<file path="config.mk">
export PLATFORM = sky130hd
export DESIGN_NAME = ftc_timer
export DESIGN_NICKNAME = d
export VERILOG_FILES = /design/src/rtl/ftc_pkg.sv /design/src/rtl/ftc_datapath.sv /design/src/rtl/ftc_ctrl.sv /design/src/rtl/ftc_timer.sv
export SDC_FILE = /design/constraint.sdc
export NUM_CORES = 1
export LEC_CHECK = 0
export BUFFER_PORTS_ARGS = -buffer_cell sky130_fd_sc_hd__buf_2
export CAP_MARGIN = 25
export CORE_MARGIN = 3
export CORE_UTILIZATION = 60
export CTS_BUF_LIST = sky130_fd_sc_hd__clkbuf_2
export DETAILED_ROUTE_END_ITERATION = 8
export GPL_TIMING_DRIVEN = 0
export PLACE_DENSITY = 0.89
export SLEW_MARGIN = 20
export SYNTH_ARGS = -nofsm -noshare
export SYNTH_HDL_FRONTEND = slang
export SYNTH_SLANG_ARGS = --single-unit
</file>
<file path="constraint.sdc">
create_clock -name clk -period 4.8 [get_ports clk]
set_clock_uncertainty 0.1 [all_clocks]
set_input_delay 0.24 -clock clk [delete_from_list [all_inputs] [get_ports clk]]
set_output_delay 0.24 -clock clk [all_outputs]
set_load 0.01 [all_outputs]
</file>
<file path="src/rtl/ftc_pkg.sv">
package ftc_pkg;
  localparam int CNT_W   = 16;
  localparam int DATA_W  = 16;
  localparam int ADDR_W  = 4;
  localparam int N_CMP   = 4;
  localparam int N_CAP   = 4;
  localparam int N_PAIR  = N_CMP / 2;
  localparam int PSEL_W  = 3;
  localparam int PRESC_W = 1 << PSEL_W;
  localparam int FLAG_W  = N_CMP + N_CAP + 1;
  localparam int CTRL_W  = PSEL_W + 2 + N_PAIR;
  localparam int EDGE_W  = 2 * N_CAP;

  localparam int A_CTRL  = 0;
  localparam int A_COUNT = 1;
  localparam int A_CMP0  = 2;
  localparam int A_CAP0  = A_CMP0 + N_CMP;
  localparam int A_EDGE  = A_CAP0 + N_CAP;
  localparam int A_FLAG  = A_EDGE + 1;

  typedef struct packed {
    logic                run;
    logic [PSEL_W-1:0]   presSel;
    logic                clrOnMatch;
    logic [N_PAIR-1:0]   pairMode;
    logic                loadCount;
    logic [N_CMP-1:0]    loadCmp;
    logic [CNT_W-1:0]    wrValue;
    logic [EDGE_W-1:0]   edgeSel;
  } ftcStrobe_t;

  typedef struct packed {
    logic [N_CMP-1:0] cmpHit;
    logic [N_CAP-1:0] capHit;
    logic             ovf;
  } ftcEvent_t;
endpackage

</file>
<file path="src/rtl/ftc_datapath.sv">
module ftc_datapath
  import ftc_pkg::*;
(
  input  logic                         clk,
  input  logic                         rstN,
  input  ftcStrobe_t                   strobe,
  input  logic [N_CAP-1:0]             capIn,
  output logic [CNT_W-1:0]             count,
  output logic [N_CMP-1:0][CNT_W-1:0]  cmpVal,
  output logic [N_CAP-1:0][CNT_W-1:0]  capVal,
  output logic [N_CMP-1:0]             waveOut,
  output ftcEvent_t                    events
);
  logic [PRESC_W-1:0] prescCnt;
  logic [PRESC_W-1:0] prescLim;
  logic               tick;

  assign prescLim = PRESC_W'((2 << strobe.presSel) - 1);
  assign tick     = strobe.run && (prescCnt >= prescLim);

  always_ff @(posedge clk or negedge rstN) begin
    if (!rstN)                    prescCnt <= '0;
    else if (!strobe.run || tick) prescCnt <= '0;
    else                          prescCnt <= prescCnt + 1'b1;
  end

  // compare match events: counter leaves the matching value on a tick
  for (genvar i = 0; i < N_CMP; i++) begin : g_cmp
    assign events.cmpHit[i] = tick && (count == cmpVal[i]);
    always_ff @(posedge clk or negedge rstN) begin
      if (!rstN)                  cmpVal[i] <= '0;
      else if (strobe.loadCmp[i]) cmpVal[i] <= strobe.wrValue;
    end
  end

  assign events.ovf = tick && (count == {CNT_W{1'b1}});

  always_ff @(posedge clk or negedge rstN) begin
    if (!rstN) count <= '0;
    else if (strobe.loadCount) count <= strobe.wrValue;
    else if (tick) begin
      if (strobe.clrOnMatch && events.cmpHit[0]) count <= '0;
      else                                       count <= count + 1'b1;
    end
  end

  // waveform outputs, one generate per compare pair
  for (genvar p = 0; p < N_PAIR; p++) begin : g_pair
    localparam int EV = 2 * p;
    localparam int OD = 2 * p + 1;
    always_ff @(posedge clk or negedge rstN) begin
      if (!rstN) begin
        waveOut[EV] <= 1'b0;
        waveOut[OD] <= 1'b0;
      end else if (strobe.pairMode[p]) begin
        if (events.cmpHit[OD])      waveOut[EV] <= 1'b0;
        else if (events.cmpHit[EV]) waveOut[EV] <= 1'b1;
        waveOut[OD] <= 1'b0;
      end else begin
        if (events.cmpHit[EV]) waveOut[EV] <= ~waveOut[EV];
        if (events.cmpHit[OD]) waveOut[OD] <= ~waveOut[OD];
      end
    end

    assert_pair_odd_low_R7: assert property (@(posedge clk) disable iff (!rstN)
      strobe.pairMode[p] |=> !waveOut[OD]);
  end

  // capture path: two-flop synchroniser plus one history flop
  logic [N_CAP-1:0] syncA, syncB, syncPrev;
  logic [N_CAP-1:0] riseEdge, fallEdge;

  always_ff @(posedge clk or negedge rstN) begin
    if (!rstN) begin
      syncA    <= '0;
      syncB    <= '0;
      syncPrev <= '0;
    end else begin
      syncA    <= capIn;
      syncB    <= syncA;
      syncPrev <= syncB;
    end
  end

  assign riseEdge = syncB & ~syncPrev;
  assign fallEdge = ~syncB & syncPrev;

  for (genvar c = 0; c < N_CAP; c++) begin : g_cap
    assign events.capHit[c] = (strobe.edgeSel[2*c]   && riseEdge[c]) ||
                              (strobe.edgeSel[2*c+1] && fallEdge[c]);
    always_ff @(posedge clk or negedge rstN) begin
      if (!rstN)                  capVal[c] <= '0;
      else if (events.capHit[c])  capVal[c] <= count;
    end
  end

  assert_stop_hold_R2: assert property (@(posedge clk) disable iff (!rstN)
    (!strobe.run && !strobe.loadCount) |=> count == $past(count));

  assert_count_wrap_R3: assert property (@(posedge clk) disable iff (!rstN)
    (tick && count == {CNT_W{1'b1}} && !strobe.loadCount) |=> count == '0);

  assert_cap_value_R9: assert property (@(posedge clk) disable iff (!rstN)
    events.capHit[0] |=> capVal[0] == $past(count));
endmodule

</file>
<file path="src/rtl/ftc_ctrl.sv">
module ftc_ctrl
  import ftc_pkg::*;
(
  input  logic                         clk,
  input  logic                         rstN,
  input  logic                         busWr,
  input  logic [ADDR_W-1:0]            busAddr,
  input  logic [DATA_W-1:0]            busWrData,
  output logic [DATA_W-1:0]            busRdData,
  input  logic [CNT_W-1:0]             count,
  input  logic [N_CMP-1:0][CNT_W-1:0]  cmpVal,
  input  logic [N_CAP-1:0][CNT_W-1:0]  capVal,
  input  ftcEvent_t                    events,
  output ftcStrobe_t                   strobe,
  output logic                         irqReq
);
  logic [CTRL_W-1:0] ctrlReg;
  logic [EDGE_W-1:0] edgeReg;
  logic [FLAG_W-1:0] flags;
  logic [FLAG_W-1:0] eventVec;
  logic wrCtrl, wrEdge, wrFlag;

  assign wrCtrl = busWr && (busAddr == ADDR_W'(A_CTRL));
  assign wrEdge = busWr && (busAddr == ADDR_W'(A_EDGE));
  assign wrFlag = busWr && (busAddr == ADDR_W'(A_FLAG));

  always_ff @(posedge clk or negedge rstN) begin
    if (!rstN) begin
      ctrlReg <= '0;
      edgeReg <= '0;
    end else begin
      if (wrCtrl) ctrlReg <= busWrData[CTRL_W-1:0];
      if (wrEdge) edgeReg <= busWrData[EDGE_W-1:0];
    end
  end

  assign eventVec = {events.ovf, events.capHit, events.cmpHit};

  always_ff @(posedge clk or negedge rstN) begin
    if (!rstN) flags <= '0;
    else       flags <= (wrFlag ? (flags & busWrData[FLAG_W-1:0]) : flags) | eventVec;
  end

  assign irqReq = |flags;

  always_comb begin
    strobe            = '0;
    strobe.presSel    = ctrlReg[PSEL_W-1:0];
    strobe.run        = ctrlReg[PSEL_W];
    strobe.clrOnMatch = ctrlReg[PSEL_W+1];
    strobe.pairMode   = ctrlReg[PSEL_W+2 +: N_PAIR];
    strobe.loadCount  = busWr && (busAddr == ADDR_W'(A_COUNT));
    strobe.wrValue    = busWrData[CNT_W-1:0];
    strobe.edgeSel    = edgeReg;
    for (int i = 0; i < N_CMP; i++)
      strobe.loadCmp[i] = busWr && (busAddr == ADDR_W'(A_CMP0 + i));
  end

  always_comb begin
    busRdData = '0;
    if (busAddr == ADDR_W'(A_CTRL))  busRdData = DATA_W'(ctrlReg);
    if (busAddr == ADDR_W'(A_COUNT)) busRdData = DATA_W'(count);
    if (busAddr == ADDR_W'(A_EDGE))  busRdData = DATA_W'(edgeReg);
    if (busAddr == ADDR_W'(A_FLAG))  busRdData = DATA_W'(flags);
    for (int i = 0; i < N_CMP; i++)
      if (busAddr == ADDR_W'(A_CMP0 + i)) busRdData = DATA_W'(cmpVal[i]);
    for (int i = 0; i < N_CAP; i++)
      if (busAddr == ADDR_W'(A_CAP0 + i)) busRdData = DATA_W'(capVal[i]);
  end

  assert_flag_sticky_R10: assert property (@(posedge clk) disable iff (!rstN)
    (flags[FLAG_W-1] && !wrFlag) |=> flags[FLAG_W-1]);

  assert_irq_follows_R11: assert property (@(posedge clk) disable iff (!rstN)
    (|eventVec) |=> irqReq);
endmodule

</file>
<file path="src/rtl/ftc_timer.sv">
module ftc_timer
  import ftc_pkg::*;
(
  input  logic              clk,
  input  logic              rstN,
  input  logic              busWr,
  input  logic [ADDR_W-1:0] busAddr,
  input  logic [DATA_W-1:0] busWrData,
  output logic [DATA_W-1:0] busRdData,
  input  logic [N_CAP-1:0]  capIn,
  output logic [N_CMP-1:0]  waveOut,
  output logic              irqReq
);
  ftcStrobe_t                  strobe;
  ftcEvent_t                   events;
  logic [CNT_W-1:0]            count;
  logic [N_CMP-1:0][CNT_W-1:0] cmpVal;
  logic [N_CAP-1:0][CNT_W-1:0] capVal;

  ftc_ctrl i_ctrl (
    .clk(clk), .rstN(rstN), .busWr(busWr), .busAddr(busAddr),
    .busWrData(busWrData), .busRdData(busRdData), .count(count),
    .cmpVal(cmpVal), .capVal(capVal), .events(events),
    .strobe(strobe), .irqReq(irqReq)
  );

  ftc_datapath i_datapath (
    .clk(clk), .rstN(rstN), .strobe(strobe), .capIn(capIn),
    .count(count), .cmpVal(cmpVal), .capVal(capVal),
    .waveOut(waveOut), .events(events)
  );
endmodule

</file>
Word-level counts from Yosys, hierarchy flattened
Cells that the tools add are included.
{"block": "word_totals", "output_inout_bits": 21, "elab_cells": 118, "in_bits": 27, "ff_bits": 192}
{"block": "op_classes", "n_mux": 27, "shift": 1, "reduce_logical": 40, "magnitude_cmp": 1, "add_sub_neg": 3, "n_eq_ne": 16, "bitwise": 10}
{"cell": "2-to-1 mux 16 bit", "count": 14}
{"cell": "== test 16 bit", "count": 4}
{"cell": "logical AND 1 bit", "count": 23}
{"cell": "adder 16 x 1 -> 16 bit, second input constant", "count": 1}
{"cell": "== test 16 bit, second input constant", "count": 1}
{"cell": "== test 4 x 3 -> 1 bit, second input constant", "count": 4}
{"cell": "== test 4 bit, second input constant", "count": 4}
{"cell": "nonzero test 2 bit", "count": 7}
{"cell": "bitwise AND 9 bit", "count": 1}
{"cell": "2-to-1 mux 9 bit", "count": 1}
{"cell": "OR 9 bit", "count": 1}
{"cell": "OR reduction 9 bit", "count": 1}
{"cell": "adder 8 x 1 -> 8 bit, second input constant", "count": 1}
{"cell": "bitwise AND 4 bit", "count": 2}
{"cell": "== test 4 x 2 -> 1 bit, second input constant", "count": 2}
{"cell": ">= comparator 8 bit", "count": 1}
{"cell": "2-to-1 mux 1 bit", "count": 8}
{"cell": "2-to-1 mux 8 bit", "count": 1}
{"cell": "inverter 4 bit", "count": 2}
{"cell": "left shift 2 x 3 -> 8 bit, first input constant", "count": 1}
{"cell": "subtractor 8 x 2 -> 8 bit, second input constant", "count": 1}
{"cell": "2-to-1 mux 7 bit", "count": 1}
{"cell": "logical OR 1 bit", "count": 5}
{"cell": "== test 4 x 1 -> 1 bit, second input constant", "count": 1}
{"cell": "other kinds (5)", "count": 10}

Logic depth before layout (Yosys ltp)
{"block": "logic_depth", "word_depth": 13, "ltp_mapped": 11, "depth_no_buf": 8}

Hierarchy
Synthesis repeated with hierarchy kept, for this count alone.
{"block": "unflattened", "cells_unflattened": 972, "hier_area_um2": 10572.6}
{"module": "ftc_datapath", "instances": 1, "seq_area_each_um2": 4204.0, "area_per_inst_um2": 7711.1, "cells_per_inst": 618}
{"module": "ftc_ctrl", "instances": 1, "seq_area_each_um2": 600.6, "area_per_inst_um2": 2861.5, "cells_per_inst": 354}

Worst setup path before layout
OpenSTA, ideal clock, no wires.
{"block": "synth_timing", "path_kind": "register to register", "startpoint": "register i_ctrl.ctrlReg[2]", "endpoint": "register i_datapath.count[4]", "synth_period_minus_slack_ps": 2586, "setup_ps": 150, "stages_incl_launch_ff": 11, "arrival_ps": 2336, "slack_ps": 2214, "path_buffers": 3, "required_time_ps": 4550, "path_cell_list": "dfrtp_1 > clkbuf_1 > o21ai_0 > ha_1 > o21a_1 > o21ai_0 > o32a_1 > buf_2 > buf_2 > nor3_2 > a211oi_1"}
{"block": "synth_between", "elab_chain_len": 9, "word_cells_on_any_way": 10, "cone_classes": "1 x add/sub; 1 x order compare; 1 x shift; 3 x mux; 4 x reduce/logical"}
{"element": "from (decl)", "line_no": "ftc_ctrl.sv:17", "rtl": "logic [CTRL_W-1:0] ctrlReg;"}
{"element": "from (signal assigned)", "line_no": "ftc_ctrl.sv:32", "rtl": "if (wrCtrl) ctrlReg <= busWrData[CTRL_W-1:0];"}
{"element": "left shift 2 x 3 -> 8 bit *", "line_no": "ftc_datapath.sv:18", "rtl": "assign prescLim = PRESC_W'((2 << strobe.presSel) - 1);"}
{"element": "subtractor 8 x 2 -> 8 bit *", "line_no": "ftc_datapath.sv:18"}
{"element": ">= comparator 8 bit *", "line_no": "ftc_datapath.sv:19", "rtl": "assign tick = strobe.run && (prescCnt >= prescLim);"}
{"element": "logical AND 1 bit *", "line_no": "ftc_datapath.sv:19"}
{"element": "logical AND 1 bit", "line_no": "ftc_datapath.sv:29", "rtl": "assign events.cmpHit[i] = tick && (count == cmpVal[i]);"}
{"element": "logical AND 1 bit", "line_no": "ftc_datapath.sv:42", "rtl": "if (strobe.clrOnMatch && events.cmpHit[0]) count <= '0;"}
{"element": "2-to-1 mux 16 bit", "line_no": "ftc_datapath.sv:42"}
{"element": "2-to-1 mux 16 bit", "line_no": "ftc_datapath.sv:41", "rtl": "else if (tick) begin"}
{"element": "2-to-1 mux 16 bit", "line_no": "ftc_datapath.sv:40", "rtl": "else if (strobe.loadCount) count <= strobe.wrValue;"}
{"element": "to (signal assigned)", "line_no": "ftc_datapath.sv:40"}
{"element": "to (signal assigned)", "line_no": "ftc_datapath.sv:43", "rtl": "else count <= count + 1'b1;"}
{"element": "to (decl)", "line_no": "ftc_datapath.sv:8", "rtl": "output logic [CNT_W-1:0] count,"}
Every way passes the cells marked *; elsewhere a longest branch is shown, timed or not. The select of a mux whose other input is x is not followed.
A chain may end at the register's enable or synchronous reset.

Final worst setup path
{"block": "layout_timing", "startpoint": "input busAddr[0]", "endpoint": "output busRdData[12]"}
{"block": "layout_between", "elab_chain_len": 12, "word_cells_on_any_way": 22, "cone_classes": "11 x eq/ne; 11 x mux"}
{"element": "from (decl)", "line_no": "ftc_timer.sv:7", "rtl": "input logic [ADDR_W-1:0] busAddr,"}
{"element": "== test 4 x 1 -> 1 bit", "line_no": "ftc_ctrl.sv:62", "rtl": "if (busAddr == ADDR_W'(A_COUNT)) busRdData = DATA_W'(count);"}
{"element": "2-to-1 mux 16 bit", "line_no": "ftc_ctrl.sv:62"}
{"element": "2-to-1 mux 16 bit", "line_no": "ftc_ctrl.sv:63", "rtl": "if (busAddr == ADDR_W'(A_EDGE)) busRdData = DATA_W'(edgeReg);"}
{"element": "2-to-1 mux 16 bit", "line_no": "ftc_ctrl.sv:64", "rtl": "if (busAddr == ADDR_W'(A_FLAG)) busRdData = DATA_W'(flags);"}
{"element": "2-to-1 mux 16 bit (4 in series)", "line_no": "ftc_ctrl.sv:66", "rtl": "if (busAddr == ADDR_W'(A_CMP0 + i)) busRdData = DATA_W'(cmpVal[i]);"}
{"element": "2-to-1 mux 16 bit (3 in series)", "line_no": "ftc_ctrl.sv:68", "rtl": "if (busAddr == ADDR_W'(A_CAP0 + i)) busRdData = DATA_W'(capVal[i]);"}
{"element": "2-to-1 mux 16 bit *", "line_no": "ftc_ctrl.sv:68"}
{"element": "to (decl)", "line_no": "ftc_timer.sv:9", "rtl": "output logic [DATA_W-1:0] busRdData,"}
Every way passes the cells marked *; elsewhere a longest branch is shown, timed or not.

==> summary.txt <==
Initial antenna violation count: 0
Area Growth Syn to Fin: 11.9%
Final HPWL DP: 20,900 µm
Mapped Area: 9910 µm²
Crit Path Class: input port to primary output
Global-route wire length before repair: 45,500 µm
Yosys Warn Count: 0
Worst path required time: 4460 ps
Critical path's slowest cell: nor2_1
Die height: 135 µm
Pins over their slew limit: 0
Core outline area: 16,000 µm²
Placed inst area: 10,500 µm²
DRC viols: 0
Pwr per Cell Area: 427 nW/µm²
Clock Pin Slew Worst Setup and Hold Paths: 290 ps
Largest area contributor in the netlist: dfrtp_1
Row count: 46
Wire per inst: 23.9 µm
Crit Path Max Fanout: 10
Slew at the pin closest to its max-slew limit: 1080 ps
Number of port buffers: 46
Synth Area per Inst: 11.1 µm²
Top cells by area, synth: dfrtp_1 (48%), mux2_2 (17%), xnor2_1 (4.0%), xor2_1 (3.3%), nand2_1 (2.3%)
DRT iter0 DRCs: 849
Post-synthesis net count: 931
Startpoint Class: input port
Ant. Diodes: 0
IO Count: 48
Crit path cell chain: dlygate4sd3_1 -> buf_2 -> clkbuf_1 -> buf_2 -> nand2b_1 -> nor2_1 -> a221o_1 -> buf_2
Vias: 7,983
Antenna violation net count after detailed routing: 0
CTS Sinks: 192
Num CTS Buffers: 17
Max cap viols: 0
Die Span X: 135 µm
Initial Util: 61.9%
Slew Limit Headroom: 27.6%
Fin crit period: 3710 ps
Ys async rst share: 100%
#FFs+latches synth: 192
Crit path top cell by count: buf_2
Routability Congestion: 1.00
Hold/Removal Path Class: input port to register
Most frequent cell after synthesis: dfrtp_1
Register area share after synthesis: 48.5%
Hold Fails Final Rpt: 0
Post-synth top cells: dfrtp_1 (192), mux2_2 (148), nand2_1 (61)
Main flop type after synthesis: dfrtp_1
Final net count: 1,030
Clock buffer depth: 2
Root Driver: clkbuf_2
Vias per cell: 6.53
Mapped Cells: 895
Largest net degree at the start of global routing: 75
Post-cts resize count: 0
Final hold slack: 69.1 ps
First-pass DRT Iterations: 6
Die area: 18,100 µm²
CTS tree: yes
DP Worst Slack: 1550 ps
Fin Setup TNS: 0 ps
Synth cell types: 49
Period utilisation layout: 77.3%
Pleak: 4.52 nW
H-tree levels: 4
Finished Cell Area: 11,100 µm²
RSZ-0062 raised after global routing: false
Worst setup margin: 1090 ps
Final wirelength: 29,200 µm
Share of cells above drive strength 1: 25.5%
CP max stage delay: 870 ps
Critical path endpoint category: primary output
FMAX: 269 MHz
Setup violators final: 0
Clock latency on the worst-skew pair: 850 ps
Overall Global Routing Usage: 33.4%
Synth top area share: 48.5%
Outcome: completed
Max VDD drop: 0.000251 V
Post-synth EDFFs: 0
GRT Residual Overflow: 0
CP Data Arrival Time: 3370 ps
Vias in the first global route: 8,013
## final timing paths
check                                                   start                                 to  slack, ps  depth (start not counted)
worst max-delay path                               busAddr[0]                      busRdData[12]       1090                          8
worst min register to register  i_datapath.syncA[2]$_DFF_PN0_      i_datapath.syncB[2]$_DFF_PN0_        310                          0
worst min-delay path                               busAddr[2]      i_ctrl.edgeReg[7]$_DFFE_PN0P_         70                          4
min in group asynchronous                                rstN  i_datapath.cmpVal[63]$_DFFE_PN0P_        350                          4
worst max register to register  i_ctrl.ctrlReg[1]$_DFFE_PN0P_    i_datapath.count[3]$_DFFE_PN0P_       1270                         12
max in group asynchronous                                rstN   i_datapath.capVal[6]$_DFFE_PN0P_       3580                          5
## stage by stage
step / util, % / power (mW) / cells
floorplan: - / 3.32 / 895
global placement: 65.1 / 3.73 / 1157
detailed placement: 65.5 / 3.81 / 1159
CTS: 69.3 / 4.69 / 1223
global route: 69.3 / 4.97 / 1223
finish: 69.3 / 4.74 / 1223
## power breakdown
| group | leakage (nW) | total (mW) | internal, mW | switching, mW |
|---|---|---|---|---|
| registers | 2.23 | 2.40 | 2.03 | 0.368 |
| logic | 2.13 | 1.46 | 0.709 | 0.754 |
| clock network | 0.161 | 0.875 | 0.228 | 0.648 |
| total | 4.52 | 4.74 | 2.97 | 1.77 |
## timing repair
item	CTS	global route
endpoints found under the setup margin	0	0
endpoints found under the hold margin	273	0
hold buffers	32	0
setup buffers	0	0
## state kept, by name, indices dropped and copies added (netlist names), 7 cells and up
| register | flops |
|---|---|
| i_datapath.prescCnt | 8 |
| i_ctrl.edgeReg | 8 |
| i_ctrl.ctrlReg | 7 |
| i_ctrl.flags | 9 |
| i_datapath.count | 16 |
| i_datapath.cmpVal | 64 |
| i_datapath.capVal | 64 |
## area by class of cell
type                    instances  area, µm²
plain buffers                  59        240
clock buffers                  17       85.1
clock inverters                15        190
fillers                      1220       4910
inverters                      14       52.6
multi-input cells             630       4810
flip-flops and latches        192       4800
well taps                     216        270
repair buffers                 80        633
## routing by layer
metal	vias up	share of wire, %	GRT usage (%)	routed length [µm]
met5	-	0	0	0
met4	0	5.9	18.1	1720
met3	139	9.8	7.90	2870
met2	499	45	50.5	13100
met1	3923	39	45.0	11500
li1	3422	-	-	-
## kinds of logic (layout without fill, tap and decap cells)
| kind of cell | after synthesis | in the layout | synth area share, % |
|---|---|---|---|
| xor gates and xnor gates | 82 | 82 | 7.25 |
| DFF | 192 | 192 | 48.5 |
| buffers and inverters | 73 | 185 | 2.95 |
| and+or+nand+nor | 217 | 217 | 10.7 |
| adders and majority gates | 9 | 9 | 1.14 |
| AOI/OAI and AO/OA | 154 | 154 | 10.0 |
| muxes | 168 | 168 | 19.5 |
## worst max-delay path: cells and delay by family
| kind | cells | cell delay, ps |
|---|---|---|
| buffers and inverters | 5 | 1710 |
| and+or+nand+nor | 2 | 1100 |
| AOI/OAI and AO/OA | 1 | 320 |
## placed cells by master (no fill, tap or decap), types with 4 or more instances in the layout
cell type / instances
dfrtp_1: 192
and3_1: 7
o21ai_1: 4
nand4_1: 13
buf_2: 60
mux2i_1: 15
nand2b_1: 9
nand3_1: 17
nor3_1: 12
a221o_1: 12
nor4_1: 14
nand2_1: 61
inv_1: 14
nand3b_1: 7
xnor2_1: 45
clkinv_8: 4
clkbuf_2: 17
clkbuf_1: 40
a221oi_1: 4
clkinv_4: 4
a31oi_1: 15
or3_1: 4
xor2_1: 37
mux2_2: 148
mux4_2: 5
o21ai_0: 43
buf_1: 4
dlygate4sd3_1: 31
o22ai_1: 17
a211oi_1: 11
nor2b_1: 5
ha_1: 9
nor2_1: 57
a21oi_1: 25
No activity file was read; power rests on OpenSTA's default activity.
